`config.mk`:
```
export PLATFORM = sky130hd
export DESIGN_NAME = rsmp_phase_nco
export DESIGN_NICKNAME = d
export VERILOG_FILES = /design/src/rtl/rnco_pkg.sv /design/src/rtl/rnco_ctrl.sv /design/src/rtl/rnco_dpath.sv /design/src/rtl/rsmp_phase_nco.sv
export SDC_FILE = /design/constraint.sdc
export NUM_CORES = 1
export LEC_CHECK = 0
export ABC_CLOCK_PERIOD_IN_PS = 3450
export BUFFER_PORTS_ARGS = -buffer_cell sky130_fd_sc_hd__buf_2
export CORE_UTILIZATION = 56
export DETAILED_ROUTE_END_ITERATION = 8
export PLACE_DENSITY = 0.85
export SYNTH_ARGS = -nofsm -noshare
export SYNTH_HDL_FRONTEND = slang
export SYNTH_SLANG_ARGS = --single-unit
```
`constraint.sdc`:
```
create_clock -name clk -period 3.45 [get_ports clk]
set_clock_uncertainty 0.2 [all_clocks]
set_input_delay 0.5175 -clock clk [delete_from_list [all_inputs] [get_ports clk]]
set_output_delay 0.5175 -clock clk [all_outputs]
set_load 0.05 [all_outputs]
```
`src/rtl/rnco_pkg.sv`:
```
package rnco_pkg;
  localparam int ADDR_W = 2;

  typedef enum logic [ADDR_W-1:0] {
    ADR_WORD_LO = 2'd0,
    ADR_WORD_HI = 2'd1,
    ADR_UPDATE  = 2'd2,
    ADR_CTRL    = 2'd3
  } regAddr_e;

  typedef struct packed {
    logic loadLo;
    logic loadHi;
    logic transfer;
    logic step;
  } ncoStrobe_t;
endpackage

```
`src/rtl/rnco_ctrl.sv`:
```
module rnco_ctrl
  import rnco_pkg::*;
(
  input  logic              clk,
  input  logic              rstN,
  input  logic              cfgWrEn,
  input  logic [ADDR_W-1:0] cfgAddr,
  input  logic              ctrlBit,
  input  logic              syncIn,
  input  logic              advance,
  output ncoStrobe_t        strb,
  output logic              syncEnable
);
  logic wrLo, wrHi, wrUpd, wrCtrl;

  assign wrLo   = cfgWrEn && (cfgAddr == ADR_WORD_LO);
  assign wrHi   = cfgWrEn && (cfgAddr == ADR_WORD_HI);
  assign wrUpd  = cfgWrEn && (cfgAddr == ADR_UPDATE);
  assign wrCtrl = cfgWrEn && (cfgAddr == ADR_CTRL);

  always_ff @(posedge clk) begin
    if (!rstN)       syncEnable <= 1'b0;
    else if (wrCtrl) syncEnable <= ctrlBit;
  end

  always_comb begin
    strb          = '0;
    strb.loadLo   = wrLo;
    strb.loadHi   = wrHi;
    strb.transfer = wrUpd || (syncIn && syncEnable);
    strb.step     = advance;
  end
endmodule

```
`src/rtl/rnco_dpath.sv`:
```
module rnco_dpath
  import rnco_pkg::*;
#(
  parameter int ACC_W = 56,
  parameter int BUS_W = 32,
  parameter int IDX_W = 5
) (
  input  logic             clk,
  input  logic             rstN,
  input  ncoStrobe_t       strb,
  input  logic [BUS_W-1:0] wrData,
  output logic [ACC_W-1:0] pendWord,
  output logic [ACC_W-1:0] actWord,
  output logic [ACC_W-1:0] accWord,
  output logic             carryQ,
  output logic [IDX_W-1:0] phaseIdx
);
  localparam int HI_W = (ACC_W > BUS_W) ? (ACC_W - BUS_W) : 1;

  logic [ACC_W:0] sumExt;

  generate
    if (ACC_W > BUS_W) begin : g_split
      always_ff @(posedge clk) begin
        if (!rstN) begin
          pendWord <= '0;
        end else begin
          if (strb.loadLo) pendWord[BUS_W-1:0]     <= wrData;
          if (strb.loadHi) pendWord[ACC_W-1:BUS_W] <= wrData[HI_W-1:0];
        end
      end
    end else begin : g_single
      always_ff @(posedge clk) begin
        if (!rstN)            pendWord <= '0;
        else if (strb.loadLo) pendWord <= wrData[ACC_W-1:0];
      end
    end
  endgenerate

  always_ff @(posedge clk) begin
    if (!rstN)              actWord <= '0;
    else if (strb.transfer) actWord <= pendWord;
  end

  assign sumExt = {1'b0, accWord} + {1'b0, actWord};

  always_ff @(posedge clk) begin
    if (!rstN) begin
      accWord <= '0;
      carryQ  <= 1'b0;
    end else begin
      carryQ <= strb.step && sumExt[ACC_W];
      if (strb.step) accWord <= sumExt[ACC_W-1:0];
    end
  end

  assign phaseIdx = accWord[ACC_W-1 -: IDX_W];
endmodule

```
`src/rtl/rsmp_phase_nco.sv`:
```
module rsmp_phase_nco
  import rnco_pkg::*;
#(
  parameter int ACC_W = 56,
  parameter int BUS_W = 32,
  parameter int IDX_W = 5
) (
  input  logic              clk,
  input  logic              rstN,
  input  logic              cfgWrEn,
  input  logic [ADDR_W-1:0] cfgAddr,
  input  logic [BUS_W-1:0]  cfgWrData,
  input  logic              syncIn,
  input  logic              advance,
  output logic              computeOut,
  output logic [IDX_W-1:0]  phaseIdx
);
  ncoStrobe_t       strb;
  logic             syncEnable;
  logic [ACC_W-1:0] pendWord, actWord, accWord;

  rnco_ctrl u_ctrl (
    .clk        (clk),
    .rstN       (rstN),
    .cfgWrEn    (cfgWrEn),
    .cfgAddr    (cfgAddr),
    .ctrlBit    (cfgWrData[0]),
    .syncIn     (syncIn),
    .advance    (advance),
    .strb       (strb),
    .syncEnable (syncEnable)
  );

  rnco_dpath #(.ACC_W(ACC_W), .BUS_W(BUS_W), .IDX_W(IDX_W)) u_dpath (
    .clk      (clk),
    .rstN     (rstN),
    .strb     (strb),
    .wrData   (cfgWrData),
    .pendWord (pendWord),
    .actWord  (actWord),
    .accWord  (accWord),
    .carryQ   (computeOut),
    .phaseIdx (phaseIdx)
  );
endmodule

```
==> results of run 1 <==
-- sequential cells by signal, indices dropped and copies added (netlist names) --
name / cells
u_dpath.accWord: 56
u_dpath.actWord: 56
u_dpath.pendWord: 56
u_ctrl.syncEnable: 1
u_dpath.carryQ: 1
-- critical path: cells and delay by family (launching register included) --
kind,cells,cell delay [ps]
simple gates,3,690
fa+ha+maj,2,650
compound gates,6,1220
flops,1,320
-- power breakdown --
part           switching (mW)  leakage, nW  internal (mW)
combinational           0.166         2.54         0.0759
clock                   0.828        0.272           1.04
sequential             0.0208         1.37           2.00
total                    1.01         4.19           3.12
-- area by class of cell --
type / instances / area, um^2
Clock buffer: 21 / 460
Clock inverter: 11 / 113
Fill cell: 1357 / 5940
Multi-Input combinational cell: 916 / 5490
Timing Repair Buffer: 56 / 323
Sequential cell: 170 / 3400
Inverter: 15 / 58.8
Tap cell: 216 / 270
-- per-stage QoR --
step	cell area, um^2	utilization, %	total power, mW	hold WS, ps	cells
2_1_floorplan	9330	-	2.22	229	1177
3_3_place_gp	9540	59.4	2.29	242	1373
3_5_place_dp	9540	59.4	2.30	246	1373
4_1_cts	10100	63.0	4.13	119	1405
5_1_grt	10100	63.0	4.25	130	1405
6_report	10100	63.0	4.13	120	1405
-- synth_stat cells, drive strengths merged, types with 5 or more instances --
library cell / n
nand4: 21
o21a: 7
nand3b: 16
a21o: 34
buf: 29
nand2b: 7
a31oi: 7
o21bai: 12
o21ai: 35
o211ai: 12
clkbuf: 46
a21oi: 187
inv: 15
nor2b: 6
nand3: 19
nor3: 14
dfxtp: 170
mux2i: 33
xnor2: 22
nor2: 63
xor2: 15
nand2: 278
ha: 56
o31ai: 5
and3: 6
or3: 7
a211oi: 7
-- cell usage in the layout, fill, tap and decap left out, drive strengths merged, types with 15 or more instances in the layout --
master / Yosys / layout
nand3b: 16 / 16
xnor2: 22 / 22
nor2: 63 / 63
clkbuf: 46 / 21
xor2: 15 / 15
nand2: 278 / 278
mux2i: 33 / 33
dfxtp: 170 / 170
nand4: 21 / 21
buf: 29 / 56
ha: 56 / 56
o21ai: 35 / 35
a21oi: 187 / 187
inv: 15 / 18
nand3: 19 / 19
a21o: 34 / 34
-- path summary, 6_finish.rpt --
path | depth (start not counted) | end | start
setup / recovery | 11 | u_dpath.accWord[34] | u_dpath.actWord[0]
hold / removal | 3 | u_dpath.pendWord[24] | cfgWrData[24]
setup reg to reg | 11 | u_dpath.accWord[34] | u_dpath.actWord[0]
hold reg to reg | 2 | u_dpath.pendWord[2] | u_dpath.pendWord[2]
-- routing by layer --
metal  up-vias  GRT usage, %
li1       4126             -
met1      3890          36.0
met2       306          44.5
met3        60          4.90
met4         0          12.4
met5         -             0
-- kinds of logic after synthesis --
family                     Yosys count  synth area share [%]
and+or+nand+nor                    454                  21.7
AOI/OAI and AO/OA                  335                  22.3
DFF                                170                  36.5
buffers and inverters               91                  4.83
adders and majority gates           57                  7.72
xor gates and xnor gates            37                  3.47
muxes                               33                  3.54
==> impl_metrics.tcl, run 1 <==
set metrics [dict create \
    status "complete, no violations" \
    post-cts-setup-buffers 0 \
    wl_mm 23.7 \
    diodes 0 \
    post-dp-hpwl_mm 16.5 \
    relSlewSlack_pct 43.4 \
    io_pins 45 \
    critPathMaxFanout 3 \
    drc 0 \
    met2_length_mm 10.9 \
    rows 46 \
    period_share_pct 91.1 \
    synth.distinct_cells 74 \
    vias_per_cell 5.97 \
    grt_pass1_wl_mm 38.2 \
    leakagePower_nw 4.19 \
    hold_path_class "in2reg" \
    htreeDepth 4 \
    finalSetupViolations 0 \
    cts_hold_buf 0 \
    cp.required_ps 3600 \
    synthArstFlopShare_pct 0 \
    grt_usage_pct 27.6 \
    crit_path_start_kind "flop" \
    synth-edff-count 0 \
    slowest_stage "fa_1" \
    initial_utilization_pct 58.1 \
    cts.path.max_buffers 2 \
    crit_chain "ha_1 -> fa_1 -> a21o_1 -> nand4_1 -> a211oi_1 -> nor3_1 -> o21a_1 -> o31ai_1 -> a221oi_1 -> nand4_1 -> o211ai_1" \
    die-area_mm2 0.0172 \
    highest_layer "met4" \
    fp.dieW_um 131 \
    grt_pass1_vias 7680 \
    portBuffers 44 \
    cts_tree "done" \
    drtAntennaViolNets 0 \
    clkTransAtPathRegs_ps 60 \
    max_clock_freq_mhz 318 \
    place_congestion 0.931 \
    grt_max_degree 117 \
    drt_iter0_drc 691 \
    cp.arrival_ps 3290 \
    path_class "reg2reg" \
    synthTopCellsByArea "dfxtp_1 (36%), nand2_1 (11%), a21oi_1 (9.9%)" \
    critical_path.most_common_cell "nand4_1" \
    met3_length_mm 1.54 \
    ys_ff_latch 170 \
    netlist_instances 1177 \
    fin_nets 1272 \
    layout-drive-gt1-share_pct 10.3 \
    rrSetupSlack_ps 310 \
    synth_ff_type "dfxtp_1" \
    fin_tns_setup_ps 0 \
    syn_area_mm2 0.00933 \
    ir_drop_mv 0.405 \
    min_period_ps 3140 \
    die_h_um 131 \
    cts-root-buf "clkbuf_16" \
    ys.warnings.count 0 \
    endpoint_kind "flop" \
    place_ws_ps 437 \
    synth_seq_area_share_pct 36.5 \
    area_growth_pct 8.39 \
    vias 8382 \
    first_pass_iters 6 \
    timing_hold_violations_final 0 \
    tightestPinTransition_ps 846 \
    p_per_area_mw_per_mm2 408 \
    drv_slew 0 \
    met1_length_mm 10.4 \
    yosysTopAreaCell "dfxtp_1" \
    finalWorstSetupSlack_ps 308 \
    antenna_found_initial 0 \
    grt.overflow.total 0 \
    cts_inserted_buffers 17 \
    cts.sinks 170 \
    syn_area_per_cell_um2 7.93 \
    synth_nets 1273 \
    crit_path_max_incr_delay_ps 410 \
    yosysTopAreaCellShare_pct 36.5 \
    maxCapViolations 0 \
    rsz0062_at_grt "no" \
    cts-resized-gates 0 \
    core_region_area_mm2 0.0161 \
    wl_per_cell_um 16.9 \
    clk_latency_ps 430 \
]
Note: power is estimated with default switching activity, not from simulation.
==> inputs of run 2 (changes only) <==
--- a/config.mk
+++ b/config.mk
@@ -7,9 +7,11 @@
 export LEC_CHECK = 0
 export ABC_CLOCK_PERIOD_IN_PS = 3450
 export BUFFER_PORTS_ARGS = -buffer_cell sky130_fd_sc_hd__buf_2
-export CORE_UTILIZATION = 56
+export CELL_PAD_IN_SITES_DETAIL_PLACEMENT = 0
+export CELL_PAD_IN_SITES_GLOBAL_PLACEMENT = 2
+export CORE_UTILIZATION = 37
 export DETAILED_ROUTE_END_ITERATION = 8
-export PLACE_DENSITY = 0.85
+export PLACE_DENSITY = 0.91
 export SYNTH_ARGS = -nofsm -noshare
 export SYNTH_HDL_FRONTEND = slang
 export SYNTH_SLANG_ARGS = --single-unit
==> impl_metrics.tcl, run 2 (synthesized netlist as in run 1, its figures left out) <==
set metrics [dict create \
    layout-drive-gt1-share_pct 10.5 \
    cts-root-buf "clkbuf_16" \
    cts.path.max_buffers 2 \
    tightestPinTransition_ps 691 \
    status "complete, no violations" \
    endpoint_kind "flop" \
    reg2reg_to "u_dpath.accWord[34]" \
    cts_inserted_buffers 17 \
    rows 57 \
    p_per_area_mw_per_mm2 404 \
    max_clock_freq_mhz 315 \
    portBuffers 44 \
    fillers 2606 \
    post-cts-setup-buffers 0 \
    fin_nets 1273 \
    drtAntennaViolNets 0 \
    timing_hold_violations_final 0 \
    most-common-layout-cells "nand2_1 (277), a21oi_1 (185), dfxtp_1 (170)" \
    ir_drop_mv 0.233 \
    cts_hold_buf 0 \
    slowest_stage "nor3_1" \
    top_regs "u_dpath.accWord x56, u_dpath.actWord x56, u_dpath.pendWord x56" \
    grt_pass1_vias 7478 \
    path_class "reg2reg" \
    maxCapViolations 0 \
    min_period_ps 3180 \
    fin_tns_setup_ps 0 \
    htreeDepth 4 \
    antenna_found_initial 0 \
    leakagePower_nw 4.20 \
    wl_per_cell_um 16.0 \
    post-dp-hpwl_mm 17.7 \
    grt_pass1_wl_mm 39.4 \
    vias 8002 \
    min_from "cfgWrData[27]" \
    clk_latency_ps 430 \
    timing.rr.start "u_dpath.actWord[0]" \
    diodes 0 \
    period_share_pct 92.1 \
    die-area_mm2 0.0259 \
    cp.arrival_ps 3330 \
    area_growth_pct 9.95 \
    cts-resized-gates 0 \
    rrSetupSlack_ps 270 \
    crit_chain "ha_1 -> fa_1 -> a21o_1 -> nand4_1 -> a211oi_1 -> nor3_1 -> o21a_1 -> o31ai_1 -> a221oi_1 -> nand4_1 -> o211ai_1" \
    crit_path_start_kind "flop" \
    critPathMaxFanout 3 \
    grt.overflow.total 0 \
    grt_usage_pct 19.3 \
    hold_path_class "in2reg" \
    first_pass_iters 4 \
    final_common_cell "nand2_1" \
    wl_mm 24.3 \
    crit_path_max_incr_delay_ps 470 \
    rsz0062_at_grt "no" \
    finish.utilization_pct 41.8 \
    cts_tree "done" \
    finalSetupViolations 0 \
    fp.dieW_um 161 \
    relSlewSlack_pct 53.9 \
    critical_path.most_common_cell "nand4_1" \
    die_h_um 161 \
    drc 0 \
    ff2ff_path_depth 11 \
    grt_max_degree 130 \
    cts.sinks 170 \
    cp.required_ps 3600 \
    clkTransAtPathRegs_ps 70 \
    crit_end "u_dpath.accWord[34]" \
    startpoint "u_dpath.actWord[0]" \
    core_region_area_mm2 0.0245 \
    total_power_mw 4.14 \
    vias_per_cell 5.29 \
    io_pins 45 \
    drv_slew 0 \
    drt_iter0_drc 421 \
    place_congestion 0.834 \
    initial_utilization_pct 38.0 \
]
[run 2: cell types whose count changed in the layout (fill, tap and decap cells not counted), sizes merged]
cell	before	now
clkinvlp	3	1
clkbuf	21	17
bufinv	1	0
inv	18	25
buf	56	57
[run 2: where the power goes]
part,internal [mW],switching (mW),leakage [nW]
clock,0.967,0.918,0.284
combinational,0.0769,0.166,2.55
sequential,1.99,0.0198,1.37
total,3.04,1.10,4.20
[run 2: worst min-delay path by stage]
stage,slack (ps),cells past startpoint,to
3_5_place_dp,250,2,u_dpath.actWord[40]
5_1_grt,120,3,u_dpath.pendWord[27]
3_3_place_gp,240,2,u_dpath.actWord[40]
2_1_floorplan,230,2,u_dpath.accWord[49]
6_report,120,3,u_dpath.pendWord[27]
4_1_cts,110,3,u_dpath.pendWord[30]
[run 2: final cells by class]
type	instances	area [um^2]	share of cell area (%)
Clock buffer	17	425	4.15
Clock inverter	15	150	1.46
Inverter	15	58.8	0.573
Multi-Input combinational cell	916	5490	53.5
Sequential cell	170	3400	33.2
Tap cell	324	405	3.95
Timing Repair Buffer	57	330	3.22
[run 2: per-layer routing]
layer | part of all wire [%] | global-route usage, %
met1 | 51 | 27.5
met2 | 45 | 30.6
met3 | 2.8 | 2.43
met4 | 0.89 | 4.85
met5 | 0 | 0
[run 2: critical path: cells and delay by family (launching register included)]
family | cells | cell delay [ps]
simple gates | 3 | 730
compound gates | 6 | 1200
flops | 1 | 320
fa+ha+maj | 2 | 650
[run 2: metrics by stage]
step	hold slack, ps	cells	instance area (um^2)	setup WS, ps
after detailed placement	246	1482	9690	340
final	122	1514	10300	273
after global placement	243	1482	9690	392
after global routing	124	1514	10300	13.6
after floorplan	229	1177	9330	789
after CTS	114	1514	10300	297
==> inputs of run 3 (changes only) <==
--- a/config.mk
+++ b/config.mk
@@ -9,9 +9,9 @@
 export BUFFER_PORTS_ARGS = -buffer_cell sky130_fd_sc_hd__buf_2
 export CELL_PAD_IN_SITES_DETAIL_PLACEMENT = 0
 export CELL_PAD_IN_SITES_GLOBAL_PLACEMENT = 2
-export CORE_UTILIZATION = 37
+export CORE_UTILIZATION = 30
 export DETAILED_ROUTE_END_ITERATION = 8
-export PLACE_DENSITY = 0.91
+export PLACE_DENSITY = 0.78
 export SYNTH_ARGS = -nofsm -noshare
 export SYNTH_HDL_FRONTEND = slang
 export SYNTH_SLANG_ARGS = --single-unit
==> impl_metrics.tcl, run 3 (synthesized netlist as in run 1, its figures left out) <==
set metrics [dict create \
    cts.sinks 170 \
    clkTransAtPathRegs_ps 80 \
    drtAntennaViolNets 0 \
    place_congestion 0.802 \
    tightestPinTransition_ps 772 \
    period_share_pct 89.6 \
    status "complete, no violations" \
    portBuffers 44 \
    timing_hold_violations_final 0 \
    htreeDepth 4 \
    drt_iter0_drc 450 \
    finalWorstSetupSlack_ps 359 \
    fin_nets 1273 \
    max_clock_freq_mhz 324 \
    min_period_ps 3090 \
    grt_max_degree 57 \
    combPwrFrac_pct 6.0 \
    area_growth_pct 10.6 \
    endpoint_kind "flop" \
    pwr-share-seq_pct 49.3 \
    leakagePower_nw 4.18 \
    cts_hold_buf 0 \
    first_pass_iters 5 \
    total_power_mw 4.08 \
    post-dp-hpwl_mm 19.1 \
    p_per_area_mw_per_mm2 396 \
    placed_area_mm2 0.00978 \
    wl_per_cell_um 16.5 \
    io_pins 45 \
    clk_latency_ps 440 \
    grt.overflow.total 0 \
    hold_path_class "in2reg" \
    finalInstanceArea_mm2 0.0103 \
    drc 0 \
    post-cts-setup-buffers 0 \
    switchingPower_mw 1.07 \
    cts-resized-gates 0 \
    grt_pass1_vias 7702 \
    clockPowerShare_pct 44.7 \
    finalSetupViolations 0 \
    cts-root-buf "clkbuf_16" \
    maxCapViolations 0 \
    ir_drop_mv 0.259 \
    cts.path.max_buffers 2 \
    cp.arrival_ps 3210 \
    vias 8021 \
    path_class "reg2reg" \
    wl_mm 26.1 \
    grt_usage_pct 17.0 \
    layout-drive-gt1-share_pct 10.3 \
    die-area_mm2 0.0318 \
    rows 64 \
    crit_path_start_kind "flop" \
    internal_power_mw 3.02 \
    drv_slew 0 \
    critPathMaxFanout 7 \
    die_h_um 178 \
    vias_per_cell 5.06 \
    core_region_area_mm2 0.0306 \
    antenna_found_initial 0 \
    most-common-layout-cells "nand2_1 (277), a21oi_1 (185), dfxtp_1 (170)" \
    top_regs "u_dpath.accWord x56, u_dpath.actWord x56, u_dpath.pendWord x56" \
    rsz0062_at_grt "no" \
    diodes 0 \
    relSlewSlack_pct 47.2 \
    place_ws_ps 367 \
    grt_pass1_wl_mm 42.1 \
    cts_inserted_buffers 17 \
    fin_tns_setup_ps 0 \
    initial_utilization_pct 30.5 \
    final_common_cell "nand2_1" \
    fp.dieW_um 178 \
    swShare_pct 26.2 \
    cts_tree "done" \
    cp.required_ps 3570 \
]
-- run 3: cell type report --
type / instances / area [um^2]
fillers: 3336 / 20300
multi-input cells: 916 / 5490
flip-flops and latches: 170 / 3400
well taps: 396 / 495
clock buffers: 19 / 433
repair buffers: 57 / 330
clock inverters: 13 / 111
inverters: 15 / 58.8
-- run 3: worst paths after layout --
path,from,endpoint,slack (ps),cells past startpoint
hold / removal,cfgWrData[29],u_dpath.pendWord[29],110,3
setup / recovery,u_dpath.actWord[17],u_dpath.accWord[52],360,10
setup reg to reg,u_dpath.actWord[17],u_dpath.accWord[52],360,10
hold reg to reg,u_dpath.pendWord[42],u_dpath.actWord[42],250,2
-- run 3: routing by layer --
| layer | routed length (um) | part of all wire [%] | track usage, % | up-vias |
|---|---|---|---|---|
| met5 | 0 | 0 | 0 | - |
| met2 | 11700 | 45 | 26.4 | 122 |
| met3 | 751 | 2.9 | 2.60 | 20 |
| met1 | 13400 | 51 | 24.3 | 3750 |
| met4 | 359 | 1.4 | 4.56 | 0 |
| li1 | - | - | - | 4129 |
-- run 3: power groups by stage --
stage | clock (mW) | sequential [mW] | combinational, mW
4_1_cts | 1.88 | 2.01 | 0.252
3_3_place_gp | 0 | 2.06 | 0.251
2_1_floorplan | 0 | 2.05 | 0.163
6_report | 1.83 | 2.02 | 0.244
5_1_grt | 1.96 | 2.02 | 0.273
3_5_place_dp | 0 | 2.06 | 0.250
-- run 3: critical path, cell delays in order, from the launching register on --
cell and delay, ps:
dfxtp_1 350, ha_1 440, nand4_1 230, nor3_2 240, and3b_1 230, a22oi_4 190
o2111ai_2 200, and2_4 240, o311ai_2 420, a21o_1 170, nand3_1 70
-- run 3: metrics by stage --
step | utilization (%) | hold WS, ps | instances
after CTS | 33.7 | 95.3 | 1586
final | 33.7 | 112 | 1586
after global routing | 33.7 | 115 | 1586
after global placement | 32.0 | 243 | 1554
after floorplan | - | 229 | 1177
after detailed placement | 32.0 | 245 | 1554
